==> config.mk <==
export PLATFORM = sky130hd
export DESIGN_NAME = spi_irq_ctrl
export DESIGN_NICKNAME = d
export VERILOG_FILES = /design/src/rtl/spi_irq_pkg.sv /design/src/rtl/spi_irq_status.sv /design/src/rtl/spi_irq_enable.sv /design/src/rtl/spi_irq_gate.sv /design/src/rtl/spi_irq_ctrl.sv
export SDC_FILE = /design/constraint.sdc
export NUM_CORES = 1
export LEC_CHECK = 0
export ABC_AREA = 1
export BUFFER_PORTS_ARGS = -buffer_cell sky130_fd_sc_hd__buf_4
export CAP_MARGIN = 0
export CORE_UTILIZATION = 37
export DETAILED_ROUTE_END_ITERATION = 6
export GPL_TIMING_DRIVEN = 0
export PLACE_DENSITY = 0.73
export SLEW_MARGIN = 30
export SYNTH_ARGS = -nofsm -noshare
export SYNTH_HDL_FRONTEND = slang
export SYNTH_HIERARCHICAL = 1
export SYNTH_SLANG_ARGS = --single-unit
==> constraint.sdc <==
create_clock -name clk -period 0.95 [get_ports clk]
set_clock_uncertainty 0.05 [all_clocks]
set_input_delay 0.2375 -clock clk [delete_from_list [all_inputs] [get_ports clk]]
set_output_delay 0.2375 -clock clk [all_outputs]
set_load 0.03 [all_outputs]
==> src/rtl/spi_irq_pkg.sv <==
package spi_irq_pkg;

  // Number of interrupt sources held in the status register
  localparam int NSRC    = 6;
  localparam int GIE_BIT = 31;

  // Source index order used inside the block
  localparam int SRC_RX_NE   = 0;
  localparam int SRC_RX_FULL = 1;
  localparam int SRC_RX_OVR  = 2;
  localparam int SRC_TX_EMP  = 3;
  localparam int SRC_TX_UDR  = 4;
  localparam int SRC_TX_HALF = 5;

  // Bit position of each source inside the software-visible word
  function automatic int src_bit(input int idx);
    case (idx)
      SRC_RX_NE:   return 8;
      SRC_RX_FULL: return 4;
      SRC_RX_OVR:  return 5;
      SRC_TX_EMP:  return 2;
      SRC_TX_UDR:  return 3;
      default:     return 6;
    endcase
  endfunction

  function automatic logic [31:0] src_mask();
    logic [31:0] m;
    m = '0;
    for (int i = 0; i < NSRC; i++) m[src_bit(i)] = 1'b1;
    return m;
  endfunction

endpackage

==> src/rtl/spi_irq_status.sv <==
module spi_irq_status
  import spi_irq_pkg::*;
#(
  parameter int N = NSRC
) (
  input  logic         clk,
  input  logic         rst_n,
  input  logic         clr_i,
  input  logic         tgl_we_i,
  input  logic [N-1:0] tgl_bits_i,
  input  logic [N-1:0] set_i,
  output logic [N-1:0] stat_o
);

  for (genvar i = 0; i < N; i++) begin : g_bit
    logic cell_q, cell_d, cell_en;

    always_comb begin
      cell_en = clr_i | tgl_we_i | set_i[i];
      if (clr_i) cell_d = 1'b0;
      else       cell_d = (cell_q ^ (tgl_we_i & tgl_bits_i[i])) | set_i[i];
    end

    always_ff @(posedge clk or negedge rst_n) begin
      if (!rst_n)       cell_q <= 1'b0;
      else if (cell_en) cell_q <= cell_d;
    end

    assign stat_o[i] = cell_q;

    AST_EVENT_WINS: assert property (@(posedge clk) disable iff (!rst_n)
      (set_i[i] && !clr_i) |=> stat_o[i]);
  end

  AST_STATUS_CLEAR: assert property (@(posedge clk) disable iff (!rst_n)
    clr_i |=> (stat_o == '0));

  AST_STATUS_HOLD: assert property (@(posedge clk) disable iff (!rst_n)
    (!clr_i && !tgl_we_i && (set_i == '0)) |=> $stable(stat_o));

endmodule

==> src/rtl/spi_irq_enable.sv <==
module spi_irq_enable
  import spi_irq_pkg::*;
#(
  parameter int N = NSRC
) (
  input  logic         clk,
  input  logic         rst_n,
  input  logic         clr_i,
  input  logic         gie_we_i,
  input  logic         gie_bit_i,
  input  logic         en_we_i,
  input  logic [N-1:0] en_bits_i,
  output logic         gie_o,
  output logic [N-1:0] en_o
);

  logic         gie_q, gie_d, gie_ce;
  logic [N-1:0] en_q, en_d;
  logic         en_ce;

  always_comb begin
    gie_ce = clr_i | gie_we_i;
    gie_d  = clr_i ? 1'b0 : gie_bit_i;
    en_ce  = clr_i | en_we_i;
    en_d   = clr_i ? '0 : en_bits_i;
  end

  always_ff @(posedge clk or negedge rst_n) begin
    if (!rst_n)      gie_q <= 1'b0;
    else if (gie_ce) gie_q <= gie_d;
  end

  always_ff @(posedge clk or negedge rst_n) begin
    if (!rst_n)     en_q <= '0;
    else if (en_ce) en_q <= en_d;
  end

  assign gie_o = gie_q;
  assign en_o  = en_q;

  AST_ENABLE_CLEAR: assert property (@(posedge clk) disable iff (!rst_n)
    clr_i |=> (!gie_o && (en_o == '0)));

endmodule

==> src/rtl/spi_irq_gate.sv <==
module spi_irq_gate
  import spi_irq_pkg::*;
#(
  parameter int N = NSRC
) (
  input  logic         clk,
  input  logic         rst_n,
  input  logic [N-1:0] stat_i,
  input  logic [N-1:0] en_i,
  input  logic         gie_i,
  output logic         irq_o
);

  logic irq_q, irq_d;

  always_comb irq_d = gie_i & (|(stat_i & en_i));

  always_ff @(posedge clk or negedge rst_n) begin
    if (!rst_n) irq_q <= 1'b0;
    else        irq_q <= irq_d;
  end

  assign irq_o = irq_q;

  AST_GIE_GATE: assert property (@(posedge clk) disable iff (!rst_n)
    !gie_i |=> !irq_o);

  AST_MASK_GATE: assert property (@(posedge clk) disable iff (!rst_n)
    ((stat_i & en_i) == '0) |=> !irq_o);

endmodule

==> src/rtl/spi_irq_ctrl.sv <==
module spi_irq_ctrl
  import spi_irq_pkg::*;
#(
  parameter int ADDR_W = 8,
  parameter int DATA_W = 32,
  parameter logic [ADDR_W-1:0] GIE_OFS  = 'h1C,
  parameter logic [ADDR_W-1:0] STAT_OFS = 'h20,
  parameter logic [ADDR_W-1:0] EN_OFS   = 'h28
) (
  input  logic              clk,
  input  logic              rst_n,
  input  logic              reg_req,
  input  logic              reg_wr,
  input  logic [ADDR_W-1:0] reg_addr,
  input  logic [DATA_W-1:0] reg_wdata,
  output logic [DATA_W-1:0] reg_rdata,
  input  logic              soft_clr,
  input  logic              rx_nonempty_lvl,
  input  logic              rx_full_lvl,
  input  logic              rx_overrun_pls,
  input  logic              tx_empty_pls,
  input  logic              tx_underrun_pls,
  input  logic              tx_half_pls,
  output logic              irq
);

  localparam logic [DATA_W-1:0] VIS_MASK = DATA_W'(src_mask());

  // Reset: asserted asynchronously, released on a clock edge
  logic [1:0] rsync_q;
  logic       rst_s_n;

  always_ff @(posedge clk or negedge rst_n) begin
    if (!rst_n) rsync_q <= 2'b00;
    else        rsync_q <= {rsync_q[0], 1'b1};
  end
  assign rst_s_n = rsync_q[1];

  // Access decode
  logic wr_gie, wr_stat, wr_en;
  always_comb begin
    wr_gie  = reg_req & reg_wr & (reg_addr == GIE_OFS);
    wr_stat = reg_req & reg_wr & (reg_addr == STAT_OFS);
    wr_en   = reg_req & reg_wr & (reg_addr == EN_OFS);
  end

  // Source set vector: levels only on an access, events any time
  logic [NSRC-1:0] set_v;
  always_comb begin
    set_v              = '0;
    set_v[SRC_RX_NE]   = reg_req & rx_nonempty_lvl;
    set_v[SRC_RX_FULL] = reg_req & rx_full_lvl;
    set_v[SRC_RX_OVR]  = rx_overrun_pls;
    set_v[SRC_TX_EMP]  = tx_empty_pls;
    set_v[SRC_TX_UDR]  = tx_underrun_pls;
    set_v[SRC_TX_HALF] = tx_half_pls;
  end

  // Pick the source bits out of the write data
  logic [NSRC-1:0] wbits;
  for (genvar i = 0; i < NSRC; i++) begin : g_wmap
    assign wbits[i] = reg_wdata[src_bit(i)];
  end

  logic wdata_unused;
  assign wdata_unused = ^(reg_wdata & ~VIS_MASK);

  logic [NSRC-1:0] stat, en;
  logic            gie;

  spi_irq_status #(.N(NSRC)) u_status (
    .clk        (clk),
    .rst_n      (rst_s_n),
    .clr_i      (soft_clr),
    .tgl_we_i   (wr_stat),
    .tgl_bits_i (wbits),
    .set_i      (set_v),
    .stat_o     (stat)
  );

  spi_irq_enable #(.N(NSRC)) u_enable (
    .clk       (clk),
    .rst_n     (rst_s_n),
    .clr_i     (soft_clr),
    .gie_we_i  (wr_gie),
    .gie_bit_i (reg_wdata[GIE_BIT]),
    .en_we_i   (wr_en),
    .en_bits_i (wbits),
    .gie_o     (gie),
    .en_o      (en)
  );

  spi_irq_gate #(.N(NSRC)) u_gate (
    .clk    (clk),
    .rst_n  (rst_s_n),
    .stat_i (stat),
    .en_i   (en),
    .gie_i  (gie),
    .irq_o  (irq)
  );

  // Read mux
  logic [DATA_W-1:0] stat_word, en_word, gie_word;
  always_comb begin
    stat_word = '0;
    en_word   = '0;
    gie_word  = '0;
    for (int i = 0; i < NSRC; i++) begin
      stat_word[src_bit(i)] = stat[i];
      en_word[src_bit(i)]   = en[i];
    end
    gie_word[GIE_BIT] = gie;
  end

  always_comb begin
    if (reg_addr == GIE_OFS)       reg_rdata = gie_word;
    else if (reg_addr == STAT_OFS) reg_rdata = stat_word;
    else if (reg_addr == EN_OFS)   reg_rdata = en_word;
    else                           reg_rdata = '0;
  end

  AST_RSV_ZERO: assert property (@(posedge clk) disable iff (!rst_s_n)
    (reg_addr == STAT_OFS || reg_addr == EN_OFS) |-> ((reg_rdata & ~VIS_MASK) == '0));

  AST_NO_IRQ_IN_RESET: assert property (@(posedge clk) disable iff (!rst_s_n)
    $rose(rst_s_n) |-> !irq);

endmodule

# [Word-level counts from Yosys, hierarchy flattened]
# Index checks and enable logic that the tools add are counted.
[classes] muxes=11 n_eq_ne=3 n_bitwise=35 reduce_logical=1
[op_table] cell="$mux 32" n=2
[op_table] cell="$eq 8x6->1 const B" n=2
[op_table] cell="$or 1x1->1" n=15
[op_table] cell="$and 1x1->1" n=13
[op_table] cell="$mux 9" n=1
[op_table] cell="$eq 8x5->1 const B" n=1
[op_table] cell="$mux 1" n=7
[op_table] cell="$and 6x6->6" n=1
[op_table] cell="$mux 6" n=1
[op_table] cell="$reduce_or 6->1" n=1
[op_table] cell="$xor 1x1->1" n=6
[word_totals] output_inout_bits=33 in_bits=51 elab_cells=60 reg_bits=16

# [Depth between registers and ports, before layout]
# Gate-level depths: netlist of the first run.
[depth] ltp_word=6 depth_mapped=11

# [Cells and area by module]
# The synthesis of the first run kept the hierarchy.
[by_module_without_submodules] module="spi_irq_ctrl" cells_per_inst=79 area_each_um2=503.0 seq_area_each_um2=50.0 instances=1
[by_module_without_submodules] module="spi_irq_status" cells_per_inst=55 area_each_um2=379.1 seq_area_each_um2=150.1 instances=1
[by_module_without_submodules] module="spi_irq_enable" cells_per_inst=31 area_each_um2=281.5 seq_area_each_um2=175.2 instances=1
[by_module_without_submodules] module="spi_irq_gate" cells_per_inst=14 area_each_um2=75.1 seq_area_each_um2=25.0 instances=1

# [Worst setup path before layout of the first run]
# OpenSTA, ideal clock, no wires.
[synth_path] kind="in2reg" from="input reg_addr[4]" to="register u_enable.en_q[0], in the netlist u_enable/en_o[0]" path_buffers=1 path_slack_ns=-0.378 required_ns=0.783 setup_ns=0.117 arrival_time_ns=1.161 cell_stages=9 path_cell_list="inv_2 -> nand2_2 -> nor2_4 -> buf_6 -> nand2_2 -> nor2_1 -> nor2_4 -> nand2_1 -> nand2_1"
[synth_via] elab_chain_len=3
[synth_rtl] item="start, declared" line_no="spi_irq_ctrl.sv:14" rtl="input logic [ADDR_W-1:0] reg_addr,"
[synth_rtl] item="$eq 8x6->1" line_no="spi_irq_ctrl.sv:44" rtl="wr_en = reg_req & reg_wr & (reg_addr == EN_OFS);"
[synth_rtl] item="$and 1x1->1" line_no="spi_irq_ctrl.sv:44"
[synth_rtl] item="via wr_en" line_no="spi_irq_ctrl.sv:40" rtl="logic wr_gie, wr_stat, wr_en;"
[synth_rtl] item="$or 1x1->1" line_no="spi_irq_enable.sv:24" rtl="en_ce = clr_i | en_we_i;"
[synth_rtl] item="end signal, assigned" line_no="spi_irq_enable.sv:35" rtl="else if (en_ce) en_q <= en_d;"
[synth_rtl] item="end, declared" line_no="spi_irq_enable.sv:18" rtl="logic [N-1:0] en_q, en_d;"
# The timed path passes the listed nets, and every way through them passes these cells.
# A chain may end at the register's enable or synchronous reset.

# [Worst setup path in the final report of the first run]
[layout_path] from="register u_status.g_bit[1].cell_q" to="output reg_rdata[4]"
[layout_via] elab_chain_len=2
[layout_rtl] item="start, declared" line_no="spi_irq_status.sv:16" rtl="logic cell_q, cell_d, cell_en;"
[layout_rtl] item="start signal, assigned" line_no="spi_irq_status.sv:26" rtl="else if (cell_en) cell_q <= cell_d;"
[layout_rtl] item="$mux 32" line_no="spi_irq_ctrl.sv:117" rtl="else if (reg_addr == STAT_OFS) reg_rdata = stat_word;"
[layout_rtl] item="$mux 32" line_no="spi_irq_ctrl.sv:116" rtl="if (reg_addr == GIE_OFS) reg_rdata = gie_word;"
[layout_rtl] item="end, declared" line_no="spi_irq_ctrl.sv:16" rtl="output logic [DATA_W-1:0] reg_rdata,"
# No other way between the ends.

==> summary.txt, run 1 <==
Logic synthesis
  – Cell accounting for the most synthesized area: dfrtp_1
  – Share of synthesized area occupied by flip-flops and latches: 32.3%
  – Number of enable flip-flop cells after synthesis: 0
  – Dominant register cell in the synthesized netlist: dfrtp_1
  – Cell Area, Synth: about 1200 um2
  – Top cells by area, synth: dfrtp_1 32%, buf_4 19%, nand2_1 16%, nand3_1 10%, inv_1 7.3%
  – Number of unique standard cell types used by synthesis: 15
  – Synthesized instance count: 179
  – Top cells by count, synth: 54 x nand2_1, 31 x buf_4, 25 x nand3_1, 24 x inv_1, 16 x dfrtp_1
  – Yosys warnings: 6
  – Synth async-reset ratio: 100%
  – Flip-flop and latch count after synthesis: 16
  – Dominant cell by count in the synthesized netlist: nand2_1
  – Mean instance size in the synthesized netlist: 6.92 um2
  – Synth top area share: 32.3%

Global route
  – Pin count of the biggest net entering global routing: 15
  – Number of antenna violations at the first check in global routing: 0
  – Vias in the first global route: 1134
  – Total grt overflow: 0
  – Overall track demand over capacity in global routing: a little under a fifth
  – First-pass GRT wire length: roughly 4800 um

Routing
  – Residual DRC: 0
  – Per-cell routed wire length: 10.0 um
  – First-pass iteration count of the detailed router: 4
  – DR vias: 1201
  – Post-Route WL: 3000 um
  – Via-to-Cell Ratio: 4.02
  – Iteration-0 DRC count of the detailed router: 51
  – Residual antenna-violating net count after detailed routing: 0

Critical path
  – Type of destination of the critical path: output pin
  – Data required time at the worst endpoint: 0.66 ns
  – Class of the most critical setup path: register to output pin
  – Worst endpoint data arrival time: ~1.1 ns
  – Startpoint types: register
  – Max FO, Critical Path: 3
  – RR Startpoint: u_status/g_bit[2].cell_q$_DFFE_PN0P_
  – Slowest stage delay, CP: around 0.42 ns
  – Critical R2R Capture: u_status/g_bit[2].cell_q$_DFFE_PN0P_
  – Register-to-register setup slack: -0.13 ns
  – Most used cell along the critical path: buf_6
  – Highest-delay cell along the critical path: dfrtp_1
  – Series of cell instances along the critical path: buf_6 -> nand3_2 -> nand2_2 -> buf_6
  – R2r worst-path depth: 5

Final layout
  – Layout cells sized above 1: 52.5%
  – Final layout net count: 307
  – Layout Cells excl Fill: 299
  – Inserted Diodes: 0
  – Area grow syn2layout: 67.6%

Timing
  – Final-report setup violation count: 21
  – Period minus WS final: roughly 1.4 ns
  – Final slew viol count: 0
  – Final setup slack of the worst path: -0.428 ns
  – Hold violation count in the final report: 0
  – RSZ-0062 raised after global routing: yes
  – Actual slew at the worst max-slew pin: 0.601 ns
  – Highest clock frequency the design can meet: approximately 0.73 GHz
  – Total Neg Setup Slack: -5.84 ns
  – Final worst path period share: 145%
  – Min Hold Slack: 0.138 ns
  – Worst relative slew slack: 59.9%

Place
  – Detail Placement HPWL: 1920 um
  – Port-buffer cells: 33
  – GPL Wtd Cong: between 0.7 and 0.8
  – Inst Count DP: 280

Power and ir drop
  – Share of power burned in the clock network: 25.7%
  – Cell Int Power: 1.18 mW
  – Switching power of the nets: roughly 0.55 mW
  – Worst supply voltage drop on vdd: 0.000725 V
  – PwrDens: 832 nW/um2
  – Fraction of power consumed by sequential logic: 42.5%
  – Net Sw Frac: 31.7%
  – Fraction of power consumed by combinational cells: 31.8%
  – Leakage power figure: 1.16 nW

CTS
  – CTS HTree Levels: 1
  – Buffer type at the clock tree root: clkbuf_4
  – Clock tree from TritonCTS: yes
  – Largest buffer count on any clock path: 2
  – CTS buffer count: 3
  – Clock-pin slew of the registers on the worst-case setup and hold paths: 0.10 ns
  – Sinks on the clock net: 16
  – Clock latency reported for the late side of the worst-skew pair: ~0.28 ns

Job
  – Max-cap violations: 0

Die
  – Initial standard-cell utilization of the core: 39.9%
  – Core region area: 3100 um2
  – Chip width: ~60 um
  – Vertical die dimension: 59.9 um
  – Area of the die: about 3600 um2
  – Std cell rows: 20
  – Number of top-level design ports: 84

Worst hold path
  – Class of the most critical hold timing path: input pin to register
  – Hold Path Stages: 3
  – Beginning of the worst hold path: tx_half_pls
  – Hold Path End: u_status/g_bit[5].cell_q$_DFFE_PN0P_

Outcome
  – Failing checks: negative setup slack
  – Outcome: finished, violations left
-- layout make-up --
| cell class | count | area, um2 |
|---|---|---|
| Multi-Input combinational cell | 129 | 756 |
| Tap cell | 44 | 55.1 |
| Inverter | 25 | 116 |
| Clock buffer | 4 | 36.3 |
| Timing Repair Buffer | 51 | 468 |
| Sequential cell | 16 | 400 |
| Fill cell | 292 | 1030 |
| Buffer | 30 | 244 |
-- state kept, by name, indices dropped and copies added (netlist names) --
signal and flops:
u_enable/en_o 6, u_status/g_bit.cell_q 6, rsync_q 2, u_enable/gie_o 1, u_gate/irq_o 1
-- layout by cell type (no fill, tap or decap), drive strengths merged --
| master | count |
|---|---|
| nor3 | 1 |
| dfrtp | 16 |
| clkbuf | 4 |
| a21oi | 7 |
| buf | 80 |
| nor2 | 11 |
| inv | 25 |
| dlygate4sd3 | 1 |
| conb | 26 |
| nand3 | 25 |
| nand2 | 59 |
-- power groups by stage --
stage / combinational [mW] / sequential [mW] / clock [mW]
2_1_floorplan: 0.332 / 0.735 / 0
6_report: 0.549 / 0.734 / 0.444
3_5_place_dp: 0.453 / 0.742 / 0
3_3_place_gp: 0.449 / 0.739 / 0
5_1_grt: 0.590 / 0.738 / 0.498
4_1_cts: 0.513 / 0.733 / 0.467
-- worst max-delay path: cells and delay by family, from the launching register on --
family	cells	cell delay, ns
flops	1	0.42
simple gates	2	0.12
buf+inv	2	0.26
-- cell families after synthesis --
logic type,synth area share [%]
flops,32.3
simple gates,36.1
compound gates,2.83
other cells,0.606
buf+inv,28.2
-- routing by layer --
metal  up-vias  part of all wire, %  global-route usage [%]
met5         -                    0                       0
met4         0                  1.5                    6.98
met3         6                  3.4                    1.95
met2        35                   52                    33.3
met1       523                   43                    21.0
li1        637                    -                       -
-- what timing repair did --
action | 4_1_cts | 5_1_grt
hold buffers | 1 | 0
hold endpoints to repair | 2 | 0
resized for setup | 45 | 20
gates cloned | 2 | 0
setup buffers | 12 | 3
pin swaps | 17 | 12
setup endpoints to repair | 21 | 22
-- stage by stage --
stage,util [%],power (mW),instance area [um2],worst slack (ns)
after detailed placement,54.7,1.19,1700,-0.561
after CTS,63.8,1.71,1980,-0.425
after global routing,66.9,1.83,2080,-0.495
after floorplan,-,1.07,1390,-0.279
final,66.9,1.73,2080,-0.428
after global placement,54.7,1.19,1700,-0.534
-- worst max path at each step --
| stage | from | endpoint | slack [ns] | cells past startpoint |
|---|---|---|---|---|
| 6_report | u_status/g_bit[1].cell_q$_DFFE_PN0P_ | reg_rdata[4] | -0.43 | 4 |
| 5_1_grt | u_status/g_bit[1].cell_q$_DFFE_PN0P_ | reg_rdata[4] | -0.49 | 4 |
| 4_1_cts | u_status/g_bit[1].cell_q$_DFFE_PN0P_ | reg_rdata[4] | -0.42 | 4 |
| 3_5_place_dp | reg_addr[4] | u_status/g_bit[0].cell_q$_DFFE_PN0P_ | -0.56 | 12 |
| 3_3_place_gp | reg_addr[4] | u_status/g_bit[1].cell_q$_DFFE_PN0P_ | -0.53 | 12 |
| 2_1_floorplan | reg_addr[4] | u_status/g_bit[0].cell_q$_DFFE_PN0P_ | -0.28 | 11 |
(Power assumes the default switching activity.)
==> run 2: changes to the inputs <==
--- a/config.mk
+++ b/config.mk
@@ -8,7 +8,9 @@
 export ABC_AREA = 1
 export BUFFER_PORTS_ARGS = -buffer_cell sky130_fd_sc_hd__buf_4
 export CAP_MARGIN = 0
-export CORE_UTILIZATION = 37
+export CELL_PAD_IN_SITES_DETAIL_PLACEMENT = 1
+export CELL_PAD_IN_SITES_GLOBAL_PLACEMENT = 1
+export CORE_UTILIZATION = 24
 export DETAILED_ROUTE_END_ITERATION = 6
 export GPL_TIMING_DRIVEN = 0
 export PLACE_DENSITY = 0.73
==> run 2 against run 1 <==
The run still ends with negative setup slack left. Critical path depth grew 4. Power is 6.4% higher. Highest routed layer unchanged. Non-clock buffer count increased by 5. Core utilization decreased by 22 points. Global-route usage down 4.0 points. Sequential power decreased by 0.8%. Flip-flop and latch count unchanged. Via count rose by 4.6%. Maximum frequency increased by 1.8%. Combinational power is 7.8% higher.
==> summary.txt, run 2 (synthesized netlist as in run 1, its figures left out) <==
Outcome
  – Outcome: finished, violations left
  – Failing checks: negative setup slack

Final layout
  – Post-Route Utilization: between 40% and 50%
  – Final layout net count: 312
  – # fillers: between 600 and 700
  – Area grow syn2layout: 75.1%
  – Layout cells sized above 1: 54.1%
  – Inserted Diodes: 0
  – Most common library cell in the layout ignoring fill and taps: buf_4
  – Most frequent cells in the layout: 54 x buf_4, 38 x nand2_1, 30 x buf_6, 26 x conb_1
  – Layout Cells excl Fill: 326

Critical path
  – Series of cell instances along the critical path: buf_8 -> inv_12 -> nand2_4 -> nor2_4 -> buf_6 -> nand3_1 -> nand2_2 -> buf_6
  – Type of destination of the critical path: output pin
  – Most used cell along the critical path: buf_6
  – Worst endpoint data arrival time: 1.07 ns
  – Startpoint types: input pin
  – Slowest stage delay, CP: 0.18 ns
  – Delay-heaviest family, CP: buffers and inverters
  – Crit path buf inv count: 4
  – Highest-delay cell along the critical path: nor2_4
  – Class of the most critical setup path: input pin to output pin
  – Max FO, Critical Path: 5
  – Data required time at the worst endpoint: about 0.66 ns

CTS
  – CTS HTree Levels: 1
  – Buffer type at the clock tree root: clkbuf_8
  – Largest buffer count on any clock path: 2
  – CTS buffer count: 3
  – Sinks on the clock net: 16
  – Clock tree from TritonCTS: yes
  – Clock latency reported for the late side of the worst-skew pair: 0.25 ns
  – Clock-pin slew of the registers on the worst-case setup and hold paths: about 0.06 ns

Routing
  – Via-to-Cell Ratio: a little under 4
  – Iteration-0 DRC count of the detailed router: 10
  – First-pass iteration count of the detailed router: 4
  – Residual antenna-violating net count after detailed routing: 0
  – Residual DRC: 0
  – DR vias: between 1k and 1.5k
  – Per-cell routed wire length: 10.6 um
  – Post-Route WL: 3460 um

Place
  – Detail Placement HPWL: 2500 um
  – Port-buffer cells: 33
  – Inst Count DP: between 300 and 400
  – GPL Wtd Cong: 0.807

Global route
  – Number of antenna violations at the first check in global routing: 0
  – Total grt overflow: 0
  – First-pass GRT wire length: 5640 um
  – Vias in the first global route: 1300
  – Pin count of the biggest net entering global routing: 15
  – Overall track demand over capacity in global routing: 14.0%

Die
  – Vertical die dimension: roughly 74 um
  – Chip width: approximately 74 um
  – Std cell rows: 25
  – Core region area: 4850 um2
  – Area of the die: 5450 um2
  – Number of top-level design ports: 84
  – Initial standard-cell utilization of the core: 25.5%

Power and ir drop
  – Worst supply voltage drop on vdd: 0.000595 V
  – Leakage power figure: 1.20 nW
  – PwrDens: 847 nW/um2

Timing
  – Final slew viol count: 0
  – RSZ-0062 raised after global routing: yes
  – Period minus WS final: roughly 1.4 ns
  – Final setup slack of the worst path: -0.404 ns
  – Final-report setup violation count: 22
  – Highest clock frequency the design can meet: 0.739 GHz
  – Worst relative slew slack: 61.3%
  – Final worst path period share: 142%
  – Actual slew at the worst max-slew pin: a little under 0.6 ns
  – Hold violation count in the final report: 0

Job
  – Max-cap violations: 0

Worst hold path
  – Class of the most critical hold timing path: input pin to register
==> run 2: changes by cell type in the layout (fill, tap and decap cells not counted), moves of 2 or more <==
cell,delta
nand2_2,+2
nand3_2,-2
clkbuf_4,-3
nand2_1,-2
clkbuf_8,+2
nand3_1,+2
buf_6,+5
==> run 2: report_power, final <==
group	total [mW]	switching [mW]	leakage, nW	internal, mW
clock network	0.517	0.235	0.0216	0.282
registers	0.728	0.0247	0.211	0.703
logic	0.592	0.319	0.967	0.273
total	1.84	0.579	1.20	1.26
==> run 2: worst paths after layout <==
path                                                      start                              endpoint  slack [ns]  cells past startpoint
max reg2reg                u_status/g_bit[5].cell_q$_DFFE_PN0P_                u_gate/irq_o$_DFF_PN0_       -0.05                      5
min                                               reg_wdata[31]            u_enable/gie_o$_DFFE_PN0P_        0.17                      3
min in group asynchronous                  rsync_q[1]$_DFF_PN0_  u_status/g_bit[2].cell_q$_DFFE_PN0P_        0.19                      0
max                                                 reg_addr[4]                          reg_rdata[3]       -0.40                      8
min reg2reg                                rsync_q[1]$_DFF_PN0_  u_status/g_bit[2].cell_q$_DFFE_PN0P_        0.19                      0
max in group asynchronous                  rsync_q[1]$_DFF_PN0_          u_enable/en_o[3]$_DFFE_PN0P_        0.28                      0
==> run 2: stage by stage <==
stage	hold slack (ns)	cell area (um2)	power [mW]	worst slack (ns)	TNS, ns
floorplan	-0.108	1390	1.07	-0.279	-4.16
global placement	-0.0299	1730	1.19	-0.558	-9.53
detailed placement	-0.0298	1730	1.20	-0.592	-9.85
CTS	0.177	2110	1.82	-0.372	-5.75
global route	0.181	2170	1.93	-0.474	-7.81
finish	0.174	2170	1.84	-0.404	-6.19
==> run 2: area by class of cell <==
cell class / instances / area, um2 / area share (%)
flip-flops and latches: 16 / 400 / 18.5
multi-input cells: 129 / 756 / 34.9
inverters: 25 / 119 / 5.48
well taps: 67 / 83.8 / 3.87
plain buffers: 33 / 278 / 12.8
clock buffers: 3 / 41.3 / 1.90
repair buffers: 53 / 490 / 22.6
==> run 2: what timing repair did <==
action                                  in CTS  in global routing
gates cloned                                 2                  0
hold endpoints to repair                     2                  0
resized for setup                           61                 11
endpoints found under the setup margin      22                 22
hold buffers                                 1                  0
pin swaps                                   25                 10
buffers inserted                            14                  3
==> run 2: tightest hold or removal path, cell delays in order <==
cell     delay (ns)
buf_4          0.08
nand3_1        0.06
nand2_1        0.06
==> run 2: per-layer routing <==
layer / routed length [um] / global-route usage (%) / vias up
met3: 155 / 2.33 / 4
met1: 1340 / 14.8 / 568
met4: 52 / 6.41 / 0
met2: 1910 / 26.8 / 38
li1: - / - / 646
met5: 0 / 0 / -
